<file path="src/rtl/hz_pkg.sv">
package hz_pkg;

  parameter int unsigned HZ_IW   = 32;
  parameter int unsigned HZ_RAW  = 5;
  parameter int unsigned HZ_OPW  = 6;
  parameter int unsigned HZ_SELW = 2;
  parameter int unsigned HZ_NOPS = 2;

  localparam int unsigned OP_LSB  = HZ_IW - HZ_OPW;
  localparam int unsigned SRC1_LSB = OP_LSB - HZ_RAW;
  localparam int unsigned SRC2_LSB = SRC1_LSB - HZ_RAW;
  localparam int unsigned DST_LSB  = SRC2_LSB - HZ_RAW;

  localparam logic [HZ_OPW-1:0] OPC_REGREG = 6'h00;
  localparam logic [HZ_OPW-1:0] OPC_JUMP   = 6'h02;
  localparam logic [HZ_OPW-1:0] OPC_BREQZ  = 6'h04;
  localparam logic [HZ_OPW-1:0] OPC_BRNEZ  = 6'h05;
  localparam logic [HZ_OPW-1:0] OPC_LOAD   = 6'h23;
  localparam logic [HZ_OPW-1:0] OPC_STORE  = 6'h2B;

  typedef enum logic [HZ_SELW-1:0] {
    SRC_REGFILE = 2'd0,
    SRC_EXMEM   = 2'd1,
    SRC_MEMWB   = 2'd2
  } fwd_src_e;

  typedef struct packed {
    logic [HZ_RAW-1:0] src1;
    logic [HZ_RAW-1:0] src2;
    logic [HZ_RAW-1:0] dst;
    logic              rd1;
    logic              rd2;
    logic              wr;
    logic              ld;
    logic              st;
    logic              br;
  } hz_ctl_t;

endpackage

</file>
<file path="src/rtl/hz_decode.sv">
module hz_decode
  import hz_pkg::*;
(
  input  logic [HZ_IW-1:0] instr,
  input  logic             valid,
  output hz_ctl_t          ctl
);

  logic [HZ_OPW-1:0] opc;
  assign opc = instr[HZ_IW-1 -: HZ_OPW];

  always_comb begin
    ctl      = '0;
    ctl.src1 = instr[SRC1_LSB +: HZ_RAW];
    ctl.src2 = instr[SRC2_LSB +: HZ_RAW];
    unique case (opc)
      OPC_REGREG: begin
        ctl.rd1 = 1'b1;
        ctl.rd2 = 1'b1;
        ctl.wr  = 1'b1;
        ctl.dst = instr[DST_LSB +: HZ_RAW];
      end
      OPC_LOAD: begin
        ctl.rd1 = 1'b1;
        ctl.wr  = 1'b1;
        ctl.ld  = 1'b1;
        ctl.dst = instr[SRC2_LSB +: HZ_RAW];
      end
      OPC_STORE: begin
        ctl.rd1 = 1'b1;
        ctl.rd2 = 1'b1;
        ctl.st  = 1'b1;
      end
      OPC_BREQZ, OPC_BRNEZ: begin
        ctl.rd1 = 1'b1;
        ctl.br  = 1'b1;
      end
      OPC_JUMP: begin
        ctl.src1 = '0;
        ctl.src2 = '0;
      end
      default: begin
        ctl.rd1 = 1'b1;
        ctl.wr  = 1'b1;
        ctl.dst = instr[SRC2_LSB +: HZ_RAW];
      end
    endcase
    if (!valid) ctl = '0;
  end

endmodule

</file>
<file path="src/rtl/hz_match.sv">
module hz_match
  import hz_pkg::*;
(
  input  logic [HZ_RAW-1:0] src,
  input  logic              src_used,
  input  logic [HZ_RAW-1:0] dst,
  input  logic              dst_wr,
  output logic              hit
);

  // register 0 is hard-wired zero and never a bypass source
  assign hit = src_used && dst_wr && (dst != '0) && (src == dst);

endmodule

</file>
<file path="src/rtl/hz_opsel.sv">
module hz_opsel
  import hz_pkg::*;
(
  input  logic [HZ_RAW-1:0] src,
  input  logic              src_used,
  input  logic [HZ_RAW-1:0] near_dst,
  input  logic              near_wr,
  input  logic              near_ld,
  input  logic [HZ_RAW-1:0] far_dst,
  input  logic              far_wr,
  output fwd_src_e          sel,
  output logic              ld_block
);

  logic near_hit;
  logic far_hit;

  hz_match u_near (
    .src(src), .src_used(src_used), .dst(near_dst), .dst_wr(near_wr), .hit(near_hit)
  );

  hz_match u_far (
    .src(src), .src_used(src_used), .dst(far_dst), .dst_wr(far_wr), .hit(far_hit)
  );

  // younger producer shadows the older one, even when it is a load
  always_comb begin
    if (near_hit)     sel = near_ld ? SRC_REGFILE : SRC_EXMEM;
    else if (far_hit) sel = SRC_MEMWB;
    else              sel = SRC_REGFILE;
  end

  assign ld_block = near_hit && near_ld;

endmodule

</file>
<file path="src/rtl/hz_fwd_unit.sv">
module hz_fwd_unit
  import hz_pkg::*;
(
  input  logic                 clk,
  input  logic                 rst,
  input  logic [HZ_IW-1:0]     dec_instr,
  input  logic                 dec_valid,
  output logic                 stall,
  output logic [HZ_SELW-1:0]   ex_sel_a,
  output logic [HZ_SELW-1:0]   ex_sel_b,
  output logic [HZ_SELW-1:0]   ex_sel_zero,
  output logic                 mem_sel_store
);

  hz_ctl_t dec_c;
  hz_ctl_t idex_c;
  hz_ctl_t exmem_c;

  logic [HZ_RAW-1:0] op_src  [HZ_NOPS];
  logic              op_used [HZ_NOPS];
  fwd_src_e          op_sel  [HZ_NOPS];
  logic              op_blk  [HZ_NOPS];

  fwd_src_e nxt_zero;
  logic     st_hit;

  fwd_src_e sel_a_q, sel_b_q, sel_zero_q;
  logic     st_q;

  hz_decode u_decode (
    .instr(dec_instr), .valid(dec_valid), .ctl(dec_c)
  );

  assign op_src[0]  = dec_c.src1;
  assign op_used[0] = dec_c.rd1;
  assign op_src[1]  = dec_c.src2;
  assign op_used[1] = dec_c.rd2;

  for (genvar g = 0; g < HZ_NOPS; g++) begin : g_opsel
    hz_opsel u_opsel (
      .src(op_src[g]), .src_used(op_used[g]),
      .near_dst(idex_c.dst), .near_wr(idex_c.wr), .near_ld(idex_c.ld),
      .far_dst(exmem_c.dst), .far_wr(exmem_c.wr),
      .sel(op_sel[g]), .ld_block(op_blk[g])
    );
  end

  // store data from a load just ahead is bypassed later, at the memory stage
  assign stall    = op_blk[0] || (op_blk[1] && !dec_c.st);
  assign nxt_zero = dec_c.br ? op_sel[0] : SRC_REGFILE;

  hz_match u_st_match (
    .src(idex_c.src2), .src_used(idex_c.st),
    .dst(exmem_c.dst), .dst_wr(exmem_c.wr && exmem_c.ld),
    .hit(st_hit)
  );

  always_ff @(posedge clk) begin
    if (rst) begin
      idex_c     <= '0;
      exmem_c    <= '0;
      sel_a_q    <= SRC_REGFILE;
      sel_b_q    <= SRC_REGFILE;
      sel_zero_q <= SRC_REGFILE;
      st_q       <= 1'b0;
    end else begin
      exmem_c <= idex_c;
      st_q    <= st_hit;
      if (stall) begin
        idex_c     <= '0;
        sel_a_q    <= SRC_REGFILE;
        sel_b_q    <= SRC_REGFILE;
        sel_zero_q <= SRC_REGFILE;
      end else begin
        idex_c     <= dec_c;
        sel_a_q    <= op_sel[0];
        sel_b_q    <= op_sel[1];
        sel_zero_q <= nxt_zero;
      end
    end
  end

  assign ex_sel_a      = sel_a_q;
  assign ex_sel_b      = sel_b_q;
  assign ex_sel_zero   = sel_zero_q;
  assign mem_sel_store = st_q;

endmodule

</file>
<file path="config.mk">
export PLATFORM = sky130hd
export DESIGN_NAME = hz_fwd_unit
export DESIGN_NICKNAME = d
export VERILOG_FILES = /design/src/rtl/hz_pkg.sv /design/src/rtl/hz_decode.sv /design/src/rtl/hz_match.sv /design/src/rtl/hz_opsel.sv /design/src/rtl/hz_fwd_unit.sv
export SDC_FILE = /design/constraint.sdc
export NUM_CORES = 1
export LEC_CHECK = 0
export BUFFER_PORTS_ARGS = -buffer_cell sky130_fd_sc_hd__buf_2
export CELL_PAD_IN_SITES_DETAIL_PLACEMENT = 1
export CELL_PAD_IN_SITES_GLOBAL_PLACEMENT = 1
export CORE_UTILIZATION = 35
export DETAILED_ROUTE_END_ITERATION = 10
export GPL_ROUTABILITY_DRIVEN = 0
export GPL_TIMING_DRIVEN = 0
export PLACE_DENSITY_LB_ADDON = 0.15
export SYNTH_ARGS = -nofsm -noshare
export SYNTH_HDL_FRONTEND = slang
export SYNTH_HIERARCHICAL = 1
export SYNTH_SLANG_ARGS = --single-unit
</file>
<file path="constraint.sdc">
create_clock -name clk -period 2.22 [get_ports clk]
set_input_delay 0.111 -clock clk [delete_from_list [all_inputs] [get_ports clk]]
set_output_delay 0.111 -clock clk [all_outputs]
set_load 0.03 [all_outputs]
</file>
==> results.cfg, run 1 <==
[sta]
slew_viol_final = 0
setup_viol = 0
hold_viol_final = 0
slew_headroom = 0.666
period_share = 0.974
fmax_mhz = 462
fin_ws_ps = 57.1
finalCriticalPeriod_ps = 2160
worst_slew_pin_slew_ps = 500
fin_worst_skew_ps = 7.22

[logic_synthesis]
async_flop_share = 0
yosysUniqueCellTypes = 34
syn_area_sq_um = 1580
synth_area_per_cell_sq_um = 9.42
seq_area_frac_synth = 0.342
synthFlopType = dfxtp_1
synth_edf_count = 0
synth_nets = 203
syn_inst = 168
yosysWarnings = 6
synth_seq_cells = 27

[clock_network]
cts_root_buf = clkbuf_8
numCtsBuffers = 3
cts.path.max_buffers = 2
cts.clk_slew.worst_paths_ps = 80
cts_tree = done
postCtsHoldBufs = 0
htreeDepth = 1
clk_latency_ps = 270
clock-sinks = 27

[route]
num_vias = 1371
wl_um = 4200
wl_per_cell_um = 15.7
drc = 0
vias_per_cell = 5.12
firstDrtPassIters = 4
drt_iter0_markers = 21
ant_nets = 0

[finish]
multi_input_area_sq_um = 1040
nets = 252
layout_commonest_cell = buf_2
n_fill_cell = 504
drive_gt1_frac = 0.426
layout_common_cells = buf_2, dfxtp_1, xnor2_1
fin_cells = 268
diodes = 0
register_area_sq_um = 541
syn_to_final_growth_pct = 30.1

[die]
die_h_um = 69.2
start_util = 0.364
core-area_sq_um = 4350
num_rows = 24
die_area_sq_um = 4790
io_pins = 43
die_w_um = 69.2

[power]
power_switching_uw = 255
clock_power_share = 0.282
power.internal_uw = 731
vdd_drop_max_uv = 207
p_leak_uw = 0.000787
seqPwrFrac = 0.519
cellPowerDensity_nw_per_um2 = 479
sw_frac_of_total = 0.258
combPwrFrac = 0.199

[grt]
grt_overflow_total = 0
grt_pass1_vias = 1451
grt_usage = 0.178
grt_pass1_wl_um = 6830
antenna_found_initial = 0
grt_start_max_net_pins = 15

[worst_setup_path]
cp.required_ps = 2110
critPathKind = input pin to primary output
cp-start-kind = input pin
crit_path_end_kind = primary output
reg2reg_slack_ps = 310
worst-path-max-fanout = 6
crit_arrival_ps = 2050

[outcome]
status = complete, no violations

[placement]
dp_slack_ps = -477
port_buffers = 31
place_hpwl_um = 3110
dp_cells = 251

[run]
cap_violations = 0

[hold_path]
hold_path_class = input pin to flop
-- through the flow --
stage | setup TNS, ps | power (uW) | hold slack, ps | utilization | instance area [sq um]
CTS | 0 | 976 | 179 | 0.455 | 1980
global route | -22.4 | 1040 | 156 | 0.473 | 2060
finish | 0 | 986 | 154 | 0.473 | 2060
detailed placement | -7170 | 688 | 475 | 0.414 | 1800
floorplan | 0 | 632 | 278 | - | 1580
global placement | -6090 | 681 | 469 | 0.414 | 1800
-- final timing paths --
| check | startpoint | to | cells past startpoint |
|---|---|---|---|
| hold / removal | dec_instr[30] | ex_sel_zero[1] | 4 |
| setup reg to reg | idex_c[9] | idex_c[10] | 8 |
| setup / recovery | dec_instr[30] | stall | 12 |
| hold reg to reg | idex_c[10] | exmem_c[10] | 1 |
-- Yosys cell counts (all sizes together), types with 2 or more instances --
cell | n | area share
xnor2 | 20 | 0.11
o21a | 2 | 0.0095
buf | 5 | 0.037
nor4 | 8 | 0.032
dfxtp | 27 | 0.34
and2b | 2 | 0.011
or2 | 2 | 0.0079
nand2 | 12 | 0.028
nand3 | 6 | 0.019
nor2 | 2 | 0.0047
or3 | 2 | 0.0079
o22ai | 5 | 0.020
inv | 8 | 0.019
nor3b | 21 | 0.14
nor3 | 2 | 0.0063
and2 | 13 | 0.066
o2111ai | 5 | 0.028
o21ai | 5 | 0.016
nor2b | 11 | 0.043
clkbuf | 2 | 0.0047
-- sequential cells by signal, indices dropped and copies added, names as in the netlist --
name,cells
mem_sel_store,1
ex_sel_a,2
exmem_c,7
ex_sel_b,2
idex_c,13
ex_sel_zero,2
-- cell type report --
cell class,count,share of cell area
plain buffers,6,0.0298
clock buffers,4,0.0219
well taps,52,0.0316
flip-flops and latches,27,0.262
inverters,8,0.0146
multi-input cells,126,0.504
repair buffers,45,0.135
-- cells by family (layout without fill, tap and decap cells) --
kind of cell | after synthesis | count (layout) | synth area share
AND/OR/NAND/NOR | 85 | 85 | 0.390
flip-flops | 27 | 27 | 0.342
AO/OA/AOI/OAI | 20 | 20 | 0.0901
XOR/XNOR | 20 | 20 | 0.111
buffers and inverters | 15 | 63 | 0.0609
multiplexers | 1 | 1 | 0.00711
-- power by group through the flow --
stage	Combinational [uW]	Clock [uW]	Sequential [uW]
after global routing	213	309	514
after global placement	160	0	521
after detailed placement	166	0	522
after floorplan	114	0	518
after CTS	183	283	511
final	196	278	512
-- worst max-delay path, stage by stage --
cell,delay [ps]
buf_6,110
nor4_4,350
a31oi_4,150
buf_6,150
buf_4,130
and2_4,140
xnor2_2,140
nand3_1,120
nor3b_2,240
and2_4,190
or2_4,100
buf_6,120
-- per-layer routing --
metal | GRT usage | up-vias | part of all wire | routed length, um
met5 | 0 | - | 0 | 0
met4 | 0.0499 | 0 | 0.013 | 54
met3 | 0.0174 | 6 | 0.019 | 80
met2 | 0.333 | 26 | 0.53 | 2210
met1 | 0.213 | 651 | 0.44 | 1860
li1 | - | 688 | - | -
-- timing repair --
action | CTS | global route
endpoints found under the setup margin | 12 | 12
buffers inserted | 11 | 2
resized for setup | 11 | 17
pin swaps | 10 | 11
gates cloned | 1 | 0
No activity file was read; power rests on OpenSTA's default activity.
==> inputs of run 2 (changes only) <==
--- a/config.mk
+++ b/config.mk
@@ -8,12 +8,11 @@
 export BUFFER_PORTS_ARGS = -buffer_cell sky130_fd_sc_hd__buf_2
 export CELL_PAD_IN_SITES_DETAIL_PLACEMENT = 1
 export CELL_PAD_IN_SITES_GLOBAL_PLACEMENT = 1
-export CORE_UTILIZATION = 35
+export CORE_UTILIZATION = 34
 export DETAILED_ROUTE_END_ITERATION = 10
 export GPL_ROUTABILITY_DRIVEN = 0
 export GPL_TIMING_DRIVEN = 0
 export PLACE_DENSITY_LB_ADDON = 0.15
 export SYNTH_ARGS = -nofsm -noshare
 export SYNTH_HDL_FRONTEND = slang
-export SYNTH_HIERARCHICAL = 1
 export SYNTH_SLANG_ARGS = --single-unit
==> results.cfg, run 2 <==
[worst_setup_path]
crit_path_end_kind = primary output
crit_path_max_incr_delay_ps = 400
reg2reg_depth = 7
critPathKind = flop to primary output
path_buf_inv = 2
cp_top_family = simple AND/OR/NAND/NOR gates
crit_path_cell_trace = or3_4 > o31ai_4 > nor3_2 > and4_1 > buf_6 > a22o_1 > buf_4
worst-path-max-fanout = 6
r2r_start = idex_c[8]
cp.required_ps = 2110
r2r_end = ex_sel_a[1]
crit_arrival_ps = 2090
crit_path_top_delay_cell = or3_4
cp-start-kind = flop
reg2reg_slack_ps = 120

[sta]
hold_viol_final = 0
finalCriticalPeriod_ps = 2200
slew_headroom = 0.600
fin_worst_skew_ps = 5.15
final.setup.tns_ps = 0
rsz0062_at_grt = yes
setup_viol = 0
fmax_mhz = 454
worst_slew_pin_slew_ps = 594
whs_ps = 55.7
period_share = 0.992
slew_viol_final = 0

[power]
vdd_drop_max_uv = 220
p_leak_uw = 0.000726
power_uw = 955
cellPowerDensity_nw_per_um2 = 517

[finish]
nets = 235
reg.largest.list = idex_c x13, exmem_c x7
syn_to_final_growth_pct = 25.5
largest_reg_flops = 13
diodes = 0
drive_gt1_frac = 0.327
largest-register = idex_c
layout_common_cells = buf_2, dfxtp_1, xnor2_1
final_area_sq_um = 1850
fin_cells = 249
layout_commonest_cell = buf_2

[clock_network]
clk_latency_ps = 270
cts_root_buf = clkbuf_8
postCtsHoldBufs = 0
cts.clk_slew.worst_paths_ps = 90
cts.path.max_buffers = 2
numCtsBuffers = 3
cts_tree = done
clock-sinks = 27
htreeDepth = 1

[logic_synthesis]
synth.most_common_cell = dfxtp_1
yosysWarnings = 0
synth_area_per_cell_sq_um = 9.50
synth_top_area_cell = dfxtp_1
yosys-top-cells-area = dfxtp_1, xnor2_1, a211oi_1
synthTopCellsByCount = dfxtp_1, xnor2_1, a211oi_1
syn_area_sq_um = 1470
synth_nets = 190
synth_edf_count = 0
seq_area_frac_synth = 0.367
syn_inst = 155
synth_seq_cells = 27
yosysUniqueCellTypes = 51
synthFlopType = dfxtp_1
synth_top_area_frac = 0.367
async_flop_share = 0

[die]
die_area_sq_um = 4600
num_rows = 23
io_pins = 43
start_util = 0.360
die_w_um = 67.8
die_h_um = 67.8
core-area_sq_um = 4090

[grt]
grt_pass1_vias = 1345
grt_start_max_net_pins = 15
grt_pass1_wl_um = 6580
grt_usage = 0.193
grt_overflow_total = 0
antenna_found_initial = 0

[route]
firstDrtPassIters = 4
wl_per_cell_um = 17.2
num_vias = 1361
ant_nets = 0
vias_per_cell = 5.47
drc = 0
drt_iter0_markers = 18
wl_um = 4280

[hold_path]
hold_start = rst
hold_end = ex_sel_a[0]
hold_path_class = input pin to flop
worst_hold_path.num_cells = 2

[placement]
place_hpwl_um = 3260
dpl-instance-area_sq_um = 1690
port_buffers = 31
dp_cells = 236

[outcome]
status = complete, no violations

[run]
cap_violations = 0
[run 2: cell types whose count changed in the layout (fill, tap and decap cells not counted), moves of 6 or more]
cell      delta
xor2_1       +6
and2_4      -11
nor3b_1      -6
nor3b_2     -13
a211oi_1     +9
[run 2: how the worst max path moves through the flow]
stage | from | end | slack [ps] | cells past startpoint
after global routing | dec_instr[27] | stall | -40 | 8
after detailed placement | dec_instr[27] | stall | -60 | 8
after global placement | dec_instr[27] | stall | -10 | 8
after CTS | idex_c[8] | stall | -70 | 7
after floorplan | dec_instr[27] | stall | 240 | 6
final | idex_c[8] | stall | 20 | 7
[run 2: cell type report]
cell class / count / area (sq um)
timing repair buffer: 40 / 225
clock buffer: 4 / 45.0
sequential: 27 / 543
buffer: 6 / 48.8
inverter: 6 / 22.5
fill: 475 / 2240
multi-input combinational: 116 / 901
tap: 50 / 62.6
[run 2: report_power, final]
group / switching, uW / leakage (uW) / internal (uW)
combinational: 90.6 / 0.000483 / 76.9
sequential: 14.2 / 0.000221 / 496
clock: 148 / 0.0000228 / 128
total: 253 / 0.000726 / 702
[run 2: cell families (layout without fill, tap and decap cells)]
logic type                after synthesis  in the layout  share of synthesized area
AOI/OAI and AO/OA                      43             43                      0.246
xor gates and xnor gates               19             19                      0.113
buffers and inverters                  12             56                     0.0484
DFF                                    27             27                      0.367
muxes                                   2              2                     0.0136
and+or+nand+nor                        52             52                      0.212
[run 2: metal layers]
metal / GRT usage / vias up / share of wire
li1: - / 669 / -
met1: 0.246 / 662 / 0.45
met2: 0.334 / 26 / 0.51
met3: 0.0300 / 4 / 0.026
met4: 0.0573 / 0 / 0.0089
met5: 0 / - / 0
[run 2: through the flow]
stage               setup WS [ps]   util
finish                       17.3  0.452
global route                -43.4  0.452
detailed placement          -62.3  0.414
global placement            -10.8  0.414
CTS                         -72.7  0.431
floorplan                     240      -
[run 2: what timing repair did]
item                                    CTS  global route
gates resized for setup                   3             7
pin swaps                                 0             4
endpoints found under the setup margin    6             3
buffers inserted                          0             9
